### config.mk
export PLATFORM = sky130hd
export DESIGN_NAME = ie_extract
export DESIGN_NICKNAME = d
export VERILOG_FILES = /design/src/rtl/ie_pkg.sv /design/src/rtl/ie_lane.sv /design/src/rtl/ie_tag_ctr.sv /design/src/rtl/ie_extract.sv
export SDC_FILE = /design/constraint.sdc
export NUM_CORES = 1
export LEC_CHECK = 0
export ABC_AREA = 1
export BUFFER_PORTS_ARGS = -buffer_cell sky130_fd_sc_hd__buf_4
export CELL_PAD_IN_SITES_DETAIL_PLACEMENT = 0
export CELL_PAD_IN_SITES_GLOBAL_PLACEMENT = 1
export CORE_MARGIN = 2
export CORE_UTILIZATION = 33
export DETAILED_ROUTE_END_ITERATION = 8
export GPL_ROUTABILITY_DRIVEN = 0
export HOLD_SLACK_MARGIN = 0.1
export MAX_ROUTING_LAYER = met4
export PLACE_DENSITY_LB_ADDON = 0.1
export SLEW_MARGIN = 20
export SYNTH_ARGS = -nofsm -noshare
export SYNTH_HDL_FRONTEND = slang
export SYNTH_HIERARCHICAL = 1
export SYNTH_SLANG_ARGS = --single-unit
### constraint.sdc
create_clock -name clk -period 9.8 [get_ports clk]
set_clock_uncertainty 0.1 [all_clocks]
set_input_delay 2.94 -clock clk [delete_from_list [all_inputs] [get_ports clk]]
set_output_delay 2.94 -clock clk [all_outputs]
set_load 0.05 [all_outputs]
### src/rtl/ie_pkg.sv
package ie_pkg;

  localparam int IE_WORD_BYTES = 4;
  localparam int IE_WIN_BYTES  = 8;

  // Byte length of an instruction, from the marker bit of its first word.
  function automatic int ie_len_bytes(input logic [31:0] lo);
    return lo[0] ? IE_WIN_BYTES : IE_WORD_BYTES;
  endfunction

  // Word index after stepping forward, folded back into the ring.
  function automatic int ie_wrap_add(input int p, input int step, input int words);
    int s;
    s = p + step;
    return (s >= words) ? s - words : s;
  endfunction

  // A full window read starting at word p would run off the buffer end.
  function automatic logic ie_needs_split(input int p, input int buf_bytes);
    return (p * IE_WORD_BYTES + IE_WIN_BYTES) > buf_bytes;
  endfunction

endpackage

### src/rtl/ie_lane.sv
module ie_lane
  import ie_pkg::*;
#(
  parameter int BUF_BYTES = 32,
  parameter int QMAX      = 4,
  parameter int LANE      = 0,
  localparam int WORDS    = BUF_BYTES / IE_WORD_BYTES,
  localparam int WPW      = $clog2(WORDS),
  localparam int AVW      = $clog2(BUF_BYTES + 1),
  localparam int QW       = $clog2(QMAX + 1)
) (
  input  logic                   clk,
  input  logic                   rst_n,
  input  logic [BUF_BYTES*8-1:0] buf_data,
  input  logic [WPW-1:0]         ptr_in,
  input  logic [AVW-1:0]         avail_in,
  input  logic [QW-1:0]          q_count,
  input  logic                   chain_ok,
  output logic                   take,
  output logic [63:0]            inst,
  output logic                   is_long,
  output logic                   split,
  output logic [WPW-1:0]         ptr_out,
  output logic [AVW-1:0]         avail_out,
  output logic [AVW-1:0]         used
);

  logic [WPW-1:0] hi_idx;
  logic [31:0]    lo_word;
  logic [31:0]    hi_word;
  logic           room_ok;
  logic           bytes_ok;
  logic           at_tail;
  int             step_words;

  always_comb begin
    hi_idx     = WPW'(ie_wrap_add(32'(ptr_in), 1, WORDS));
    lo_word    = buf_data[32'(ptr_in) * 32 +: 32];
    hi_word    = buf_data[32'(hi_idx) * 32 +: 32];
    is_long    = (ie_len_bytes(lo_word) == IE_WIN_BYTES);
    step_words = is_long ? 2 : 1;
    room_ok    = (32'(q_count) + LANE) < QMAX;
    bytes_ok   = avail_in >= AVW'(IE_WIN_BYTES);
    take       = chain_ok && room_ok && bytes_ok;
    at_tail    = ie_needs_split(32'(ptr_in), BUF_BYTES);
    split      = take && at_tail;
    inst       = is_long ? {hi_word, lo_word} : {32'h0, lo_word};
    if (!take) begin
      used    = '0;
      ptr_out = ptr_in;
    end else if (at_tail) begin
      // straddling word: resume just past the ring start
      used    = AVW'(ie_len_bytes(lo_word));
      ptr_out = WPW'(step_words - 1);
    end else begin
      used    = AVW'(ie_len_bytes(lo_word));
      ptr_out = WPW'(ie_wrap_add(32'(ptr_in), step_words, WORDS));
    end
    avail_out = avail_in - used;
  end

  assert_window_ok_R3: assert property (@(posedge clk) disable iff (!rst_n)
    take |-> (avail_in >= AVW'(IE_WIN_BYTES)));

  assert_no_overrun_R6: assert property (@(posedge clk) disable iff (!rst_n)
    (take && !split) |-> ((32'(ptr_in) + step_words) <= WORDS));

  assert_tail_restart_R5: assert property (@(posedge clk) disable iff (!rst_n)
    split |-> (32'(ptr_out) == step_words - 1));

endmodule

### src/rtl/ie_tag_ctr.sv
module ie_tag_ctr #(
  parameter int LANES = 2,
  parameter int SEQ_W = 8
) (
  input  logic                   clk,
  input  logic                   rst_n,
  input  logic [LANES-1:0]       take,
  output logic [LANES*SEQ_W-1:0] tags
);

  logic [SEQ_W-1:0] base_q;
  logic [SEQ_W-1:0] n_take;

  assign n_take = SEQ_W'($countones(take));

  always_ff @(posedge clk) begin
    if (!rst_n) base_q <= '0;
    else        base_q <= base_q + n_take;
  end

  for (genvar i = 0; i < LANES; i++) begin : g_tag
    assign tags[i*SEQ_W +: SEQ_W] = base_q + SEQ_W'(i);
  end

  assert_seq_step_R7: assert property (@(posedge clk) disable iff (!rst_n)
    1'b1 |=> (tags[SEQ_W-1:0] == $past(tags[SEQ_W-1:0]) + SEQ_W'($countones($past(take)))));

endmodule

### src/rtl/ie_extract.sv
module ie_extract
  import ie_pkg::*;
#(
  parameter int BUF_BYTES = 32,
  parameter int QMAX      = 4,
  parameter int LANES     = 2,
  parameter int SEQ_W     = 8,
  localparam int WORDS    = BUF_BYTES / IE_WORD_BYTES,
  localparam int WPW      = $clog2(WORDS),
  localparam int AVW      = $clog2(BUF_BYTES + 1),
  localparam int QW       = $clog2(QMAX + 1)
) (
  input  logic                   clk,
  input  logic                   rst_n,
  input  logic [BUF_BYTES*8-1:0] buf_data,
  input  logic [AVW-1:0]         avail_bytes,
  input  logic [QW-1:0]          q_count,
  output logic [WPW+1:0]         rd_ptr,
  output logic [LANES-1:0]       push_valid,
  output logic [LANES*64-1:0]    push_inst,
  output logic [LANES-1:0]       push_long,
  output logic [LANES*SEQ_W-1:0] push_seq,
  output logic [AVW-1:0]         consumed
);

  logic [WPW-1:0] wptr_q;
  logic [WPW-1:0] ptr_c   [LANES+1];
  logic [AVW-1:0] avail_c [LANES+1];
  logic           ok_c    [LANES+1];
  logic [LANES-1:0] split_w;
  logic [AVW-1:0]   used_w [LANES];

  assign ptr_c[0]   = wptr_q;
  assign avail_c[0] = avail_bytes;
  assign ok_c[0]    = 1'b1;

  for (genvar l = 0; l < LANES; l++) begin : g_lane
    ie_lane #(.BUF_BYTES(BUF_BYTES), .QMAX(QMAX), .LANE(l)) u_lane (
      .clk      (clk),
      .rst_n    (rst_n),
      .buf_data (buf_data),
      .ptr_in   (ptr_c[l]),
      .avail_in (avail_c[l]),
      .q_count  (q_count),
      .chain_ok (ok_c[l]),
      .take     (push_valid[l]),
      .inst     (push_inst[l*64 +: 64]),
      .is_long  (push_long[l]),
      .split    (split_w[l]),
      .ptr_out  (ptr_c[l+1]),
      .avail_out(avail_c[l+1]),
      .used     (used_w[l])
    );
    assign ok_c[l+1] = push_valid[l];
  end

  ie_tag_ctr #(.LANES(LANES), .SEQ_W(SEQ_W)) u_tags (
    .clk  (clk),
    .rst_n(rst_n),
    .take (push_valid),
    .tags (push_seq)
  );

  always_ff @(posedge clk) begin
    if (!rst_n) wptr_q <= '0;
    else        wptr_q <= ptr_c[LANES];
  end

  assign rd_ptr   = {wptr_q, 2'b00};
  assign consumed = avail_bytes - avail_c[LANES];

  assert_ptr_step_R6: assert property (@(posedge clk) disable iff (!rst_n)
    1'b1 |=> (32'(rd_ptr) == (32'($past(rd_ptr)) + 32'($past(consumed))) % BUF_BYTES));

  assert_queue_room_R3: assert property (@(posedge clk) disable iff (!rst_n)
    ($countones(push_valid) + 32'(q_count)) <= QMAX);

  assert_used_sum_R8: assert property (@(posedge clk) disable iff (!rst_n)
    (push_valid == '0) |-> (consumed == '0));

  assert_tail_ptr_R5: assert property (@(posedge clk) disable iff (!rst_n)
    (split_w[0] && $countones(push_valid) == 1) |=> (rd_ptr == ($past(push_long[0]) ? 5'd4 : 5'd0)));

  if (LANES > 1) begin : g_order
    assert_lane_order_R4: assert property (@(posedge clk) disable iff (!rst_n)
      push_valid[1] |-> push_valid[0]);
  end

endmodule

==> metrics.md, run 1 <==
| Metric | Value |
|---|---|
| Core footprint | `38800 sq um` |
| Period utilization | `98.0%` |
| First drt pass iteration count | `5` |
| Clock Pin Slew Worst Setup and Hold Paths | `40 ps` |
| Crit path capture type | `output pin` |
| Die ar. | `41000 sq um` |
| Max stage delay cell, worst path | `buf_4` |
| R2R cell count | `24` |
| Cell chain of the critical path | `buf_4 -> inv_1 -> nand2_1 -> nand3_2 -> nand3_2 -> nand2_4 -> ha_1 -> inv_1 -> fa_1 -> o21ai_4 -> buf_4 -> ha_4 -> inv_2 -> buf_12 -> nand3_1 -> nand3_1 -> nand2_1 -> nor2_1 -> buf_4` |
| Slew headroom | `24.9%` |
| Critical Path RT | `6760 ps` |
| Worst vdd rail ir drop | `0.132 mV` |
| Final core utilization | `41.5%` |
| Netlist Area Pre-Place | `13000 sq um` |
| Final layout net count | `3352` |
| # setup viols final | `0` |
| Hold wc startpoint | `u_tags/base_q[4]` |
| Largest net degree at the start of global routing | `244` |
| CP Max Fanout | `39` |
| Worst slew pin tran | `1130 ps` |
| Iteration-0 DRC Markers | `1422` |
| Fin. Hold Viols | `0` |
| I/O pins | `426` |
| Min cycle time layout | `9600 ps` |
| Crit path top cell by count | `buf_4` |
| Fin worst setup slack | `198 ps` |
| Initial Util | `33.5%` |
| Type of the tightest min-delay check | `reg2reg` |
| PD cells | `210 nW/um^2` |
| Final wirelength | `61.0 mm` |
| Total grt overflow | `0` |
| Clk sink count | `11` |
| Dpl hpwl | `42.8 mm` |
| Row count | `72` |
| Vias | `18060` |
| Worst skew pair latency | `240 ps` |
| Share of layout cells above drive strength 1 | `17.7%` |
| Initial antenna violation count | `6` |
| CTS Root Cell | `clkbuf_16` |
| Wirelength per Cell | `17.0 um` |
| CTS tree | `yes` |
| Critical path type | `in2out` |
| Fmax | `0.104 GHz` |
| Clock buffer count from CTS | `3` |
| R2r endpoint | `u_tags/base_q[6]` |
| Dpl ws | `26.1 ps` |
| Area delta synth->final | `24.0%` |
| Synthesized instance count | `2807` |
| Hold endpoint | `u_tags/base_q[4]` |
| Die X | `203 um` |
| Placed Area | `15900 sq um` |
| H-tree Lvls | `1` |
| Status | `complete, no violations` |
| CP Launch Type | `primary input` |
| Max stage delay on crit path | `530 ps` |
| Critical Path AT | `6560 ps` |
| Max clock buf depth | `2` |
| Vias in the first global route | `16699` |
| RSZ-0062 raised after global routing | `true` |
| Hold Crit Depth | `2` |
| Reg-to-reg critical path startpoint | `wptr_q[1]` |
| All-Layer GR Usage | `29.2%` |
| First-pass GRT wire length | `93.6 mm` |
| Maxcap violations | `0` |
| Vias per cell | `5.04` |
| Chip height | `203 um` |
| Slew Limit Fails | `0` |
| Fin Hold WS | `459 ps` |
| Post-route ant nets | `0` |
| I/O Buffers | `423` |
| Leak Pwr | `9.54 nW` |
| R2R Setup Slk | `4590 ps` |
| Remaining DRCs | `0` |
| Post-layout instance area | `16100 sq um` |
| CTS hold repair buffers | `0` |
| Setup TNS | `0 ps` |
| Synth warnings | `6` |
| Avg Inst Size Synth | `4.64 sq um` |
-- worst max-delay path by stage --
stage	slack, ps	cells past startpoint	start	end
CTS	30	24	buf_data[32]	consumed[4]
detailed placement	30	24	buf_data[32]	consumed[4]
global placement	70	27	buf_data[32]	consumed[5]
global route	-10	27	buf_data[128]	consumed[5]
floorplan	40	25	buf_data[96]	consumed[4]
finish	200	19	buf_data[32]	push_inst[97]
-- layout by cell type (no fill, tap or decap), types with 11 or more instances in the layout --
cell	n
o211ai_1	62
buf_4	453
a21oi_1	161
o21ai_1	123
nand3_1	332
nand2_1	1016
nor2_1	211
ha_1	15
a21oi_2	31
inv_1	496
o21ai_0	69
nand3_2	11
-- sequential cells by signal (all words and copies together), names as in the netlist --
signal         count
u_tags/base_q      8
wptr_q             3
-- cell type report --
class,count,area (sq um)
diodes,6,15.0
flip-flops and latches,11,229
repair buffers,461,3530
fillers,4466,22700
clock buffers,4,78.8
multi-input cells,2079,9720
well taps,518,648
inverters,504,1900
-- per-layer routing --
| metal | up-vias | share of wire, % | GRT usage, % |
|---|---|---|---|
| met4 | 0 | 2.2 | 7.06 |
| met3 | 70 | 6.6 | 2.20 |
| li1 | 9113 | - | - |
| met1 | 8179 | 44 | 38.1 |
| met5 | - | 0 | - |
| met2 | 698 | 47 | 49.1 |
-- report_power, final --
part | total, W | internal, W | switching [W]
Clock | 0.0000746 | 0.0000546 | 0.0000199
Combinational | 0.00323 | 0.000951 | 0.00228
Sequential | 0.0000741 | 0.0000481 | 0.0000261
-- critical path, delay by kind of cell --
kind	cells	cell delay, ps
compound gates	1	190
buf+inv	7	1580
simple gates	8	860
fa+ha+maj	3	950
-- stage by stage --
stage	total power (W)	cells
floorplan	0.00238	2808
global placement	0.00327	3571
detailed placement	0.00328	3571
CTS	0.00336	3575
global route	0.00365	3583
finish	0.00338	3583
-- repair_timing --
action | CTS | global route
resized for setup | 0 | 18
endpoints found under the setup margin | 0 | 11
setup buffers | 0 | 2
(Power assumes the default switching activity.)
==> run 2, diff against run 1 <==
--- a/config.mk
+++ b/config.mk
@@ -10,7 +10,7 @@
 export CELL_PAD_IN_SITES_DETAIL_PLACEMENT = 0
 export CELL_PAD_IN_SITES_GLOBAL_PLACEMENT = 1
 export CORE_MARGIN = 2
-export CORE_UTILIZATION = 33
+export CORE_UTILIZATION = 32
 export DETAILED_ROUTE_END_ITERATION = 8
 export GPL_ROUTABILITY_DRIVEN = 0
 export HOLD_SLACK_MARGIN = 0.1
@@ -19,5 +19,4 @@
 export SLEW_MARGIN = 20
 export SYNTH_ARGS = -nofsm -noshare
 export SYNTH_HDL_FRONTEND = slang
-export SYNTH_HIERARCHICAL = 1
 export SYNTH_SLANG_ARGS = --single-unit
==> metrics.md, run 2 <==
| Metric | Value |
|---|---|
| Crit path capture type | `output pin` |
| Fin. Hold Viols | `0` |
| Top-count cell post-synth | `a21oi_1` |
| Iteration-0 DRC Markers | `1310` |
| Vias | `15355` |
| First drt pass iteration count | `6` |
| Dominant cell type by area after synthesis | `a21oi_1` |
| Dpl hpwl | `35.0 mm` |
| # setup viols final | `0` |
| CTS hold repair buffers | `0` |
| Clock Pin Slew Worst Setup and Hold Paths | `50 ps` |
| Fin worst setup slack | `315 ps` |
| Max stage delay cell, worst path | `fa_1` |
| CTS tree | `yes` |
| Slew headroom | `26.3%` |
| Status | `complete, no violations` |
| Wirelength per Cell | `19.6 um` |
| I/O pins | `426` |
| Avg Inst Size Synth | `5.14 sq um` |
| Number of flops mapped to enable cells by yosys | `0` |
| Core footprint | `31600 sq um` |
| Area delta synth->final | `32.4%` |
| Critical path type | `in2out` |
| Largest regs | `u_tags.base_q: 8 flops, wptr_q: 3 flops` |
| Initial Util | `32.5%` |
| CP Max Fanout | `7` |
| Share of the synthesized area in the top cell type | `17.9%` |
| Clock buffer count from CTS | `3` |
| Die X | `183 um` |
| Critical Path RT | `6760 ps` |
| Seq/Total Area, Yosys | `2.15%` |
| CP Launch Type | `primary input` |
| Number of flip-flops in the largest register | `8` |
| Most frequent cells after synthesis | `a21oi_1 (368), nand2_1 (279), o21ai_0 (273)` |
| Commonest non-fill, non-tap cells in the layout | `buf_4 (443), a21oi_1 (368), nand2_1 (278)` |
| Largest net degree at the start of global routing | `286` |
| Total grt overflow | `0` |
| Share of layout cells above drive strength 1 | `23.2%` |
| Vias in the first global route | `14087` |
| Final wirelength | `52.2 mm` |
| Slew Limit Fails | `0` |
| R2R Setup Slk | `4340 ps` |
| Max clock buf depth | `2` |
| Reg with most FFs | `u_tags.base_q` |
| Dpl ws | `200 ps` |
| Clk sink count | `11` |
| Setup TNS | `0 ps` |
| Synthesized instance count | `1997` |
| Netlist Area Pre-Place | `10300 sq um` |
| Count of state elements after synthesis | `11` |
| Vias per cell | `5.78` |
| Max stage delay on crit path | `470 ps` |
| Remaining DRCs | `0` |
| Cell chain of the critical path | `buf_4 -> inv_1 -> a21oi_1 -> o21ai_0 -> nand2_1 -> nand2_1 -> o21ai_1 -> inv_2 -> ha_1 -> fa_1 -> o21ai_0 -> nand2_1 -> o21ai_4 -> inv_4 -> nand3_1 -> nand3_1 -> nand2_2 -> nor2_2 -> fa_1 -> buf_4 -> fa_2 -> xor2_2 -> buf_6` |
| Type of the tightest min-delay check | `reg2reg` |
| CTS Root Cell | `clkbuf_16` |
| Worst slew pin tran | `1110 ps` |
| RSZ-0062 raised after global routing | `false` |
| Async S/R FF share, synth | `0%` |
| H-tree Lvls | `1` |
| Crit path top cell by count | `nand2_1` |
| I/O Buffers | `419` |
| First-pass GRT wire length | `78.7 mm` |
| Post-layout instance area | `13600 sq um` |
| Critical Path AT | `6440 ps` |
| Most common cell after layout, fill and taps aside | `buf_4` |
| Row count | `65` |
| Post-route ant nets | `0` |
| Synth warnings | `0` |
| Min cycle time layout | `9480 ps` |
| Period utilization | `96.8%` |
| Unique cell type count in the Yosys netlist | `36` |
| Ranking of synthesized cells by area | `a21oi_1 (18%), o21ai_0 (13%), nand2_1 (10%), inv_1 (8.2%), o211ai_1 (5.2%)` |
| Die ar. | `33500 sq um` |
| Worst skew pair latency | `240 ps` |
| Initial antenna violation count | `5` |
| Ys flop type | `dfxtp_1` |
| All-Layer GR Usage | `30.1%` |
| Placed Area | `13400 sq um` |
| Maxcap violations | `0` |
| Final layout net count | `2539` |
| Fmax | `0.105 GHz` |
| Chip height | `183 um` |
[run 2: cell types whose count changed in the layout (fill, tap and decap cells not counted), sizes merged, moves of 9 or more]
cell / before / now
nand3: 344 / 73
inv: 504 / 229
a21oi: 192 / 368
a211oi: 0 / 50
o211ai: 62 / 71
a221oi: 0 / 31
nand2: 1023 / 285
o21ai: 194 / 369
a32oi: 0 / 9
nor2: 213 / 135
nor3: 0 / 23
a31oi: 0 / 75
o31ai: 0 / 19
[run 2: final cells by class]
type	instances	area, sq um
diodes	5	12.5
clock buffers	3	75.1
clock inverters	1	5.00
fillers	3542	18000
inverters	231	875
multi-input cells	1549	8330
flip-flops and latches	11	225
well taps	402	503
repair buffers	455	3560
[run 2: through the flow]
step | utilization, % | cells | hold WS, ps
2_1_floorplan | - | 2000 | 617
3_3_place_gp | 42.4 | 2644 | 391
3_5_place_dp | 42.4 | 2644 | 391
4_1_cts | 42.7 | 2648 | 407
5_1_grt | 43.0 | 2657 | 455
6_report | 43.0 | 2657 | 399
[run 2: what timing repair did]
action | 4_1_cts | 5_1_grt
hold endpoints to repair | 0 | 0
buffers inserted | 0 | 2
gates resized for setup | 0 | 9
endpoints found under the setup margin | 0 | 3
[run 2: cells by family after synthesis]
group | after synthesis | share of synthesized area [%]
xor+xnor | 14 | 1.38
simple gates | 518 | 20.7
compound gates | 992 | 54.5
fa+ha+maj | 21 | 3.00
buf+inv | 440 | 18.2
other cells | 1 | 0.0365
flops | 11 | 2.15
[run 2: worst paths after layout]
| kind | startpoint | end | depth (start not counted) |
|---|---|---|---|
| worst min-delay path | u_tags.base_q[7] | u_tags.base_q[7] | 2 |
| worst max-delay path | buf_data[32] | consumed[4] | 23 |
| worst max register to register | wptr_q[0] | wptr_q[1] | 21 |
| worst min register to register | u_tags.base_q[7] | u_tags.base_q[7] | 2 |
[run 2: worst max-delay path: cells and delay by family]
family          cells  cell delay (ps)
compound gates      5              510
xor+xnor            1              190
fa+ha+maj           4             1470
buf+inv             6              650
simple gates        7              680
[run 2: layer usage]
layer  part of all wire, %  GRT usage [%]  up-vias  wire (um)
met2                    47           50.6      780      24600
met4                   2.8           9.31        0       1450
li1                      -              -     7515          -
met1                    40           36.6     6978      20900
met3                    10           5.48       82       5200
met5                     0              -        -          0
Power of run 2 is left out: the tool's default activity adds up to more than one toggle a clock period on the data nets, which glitch-free logic cannot reach.
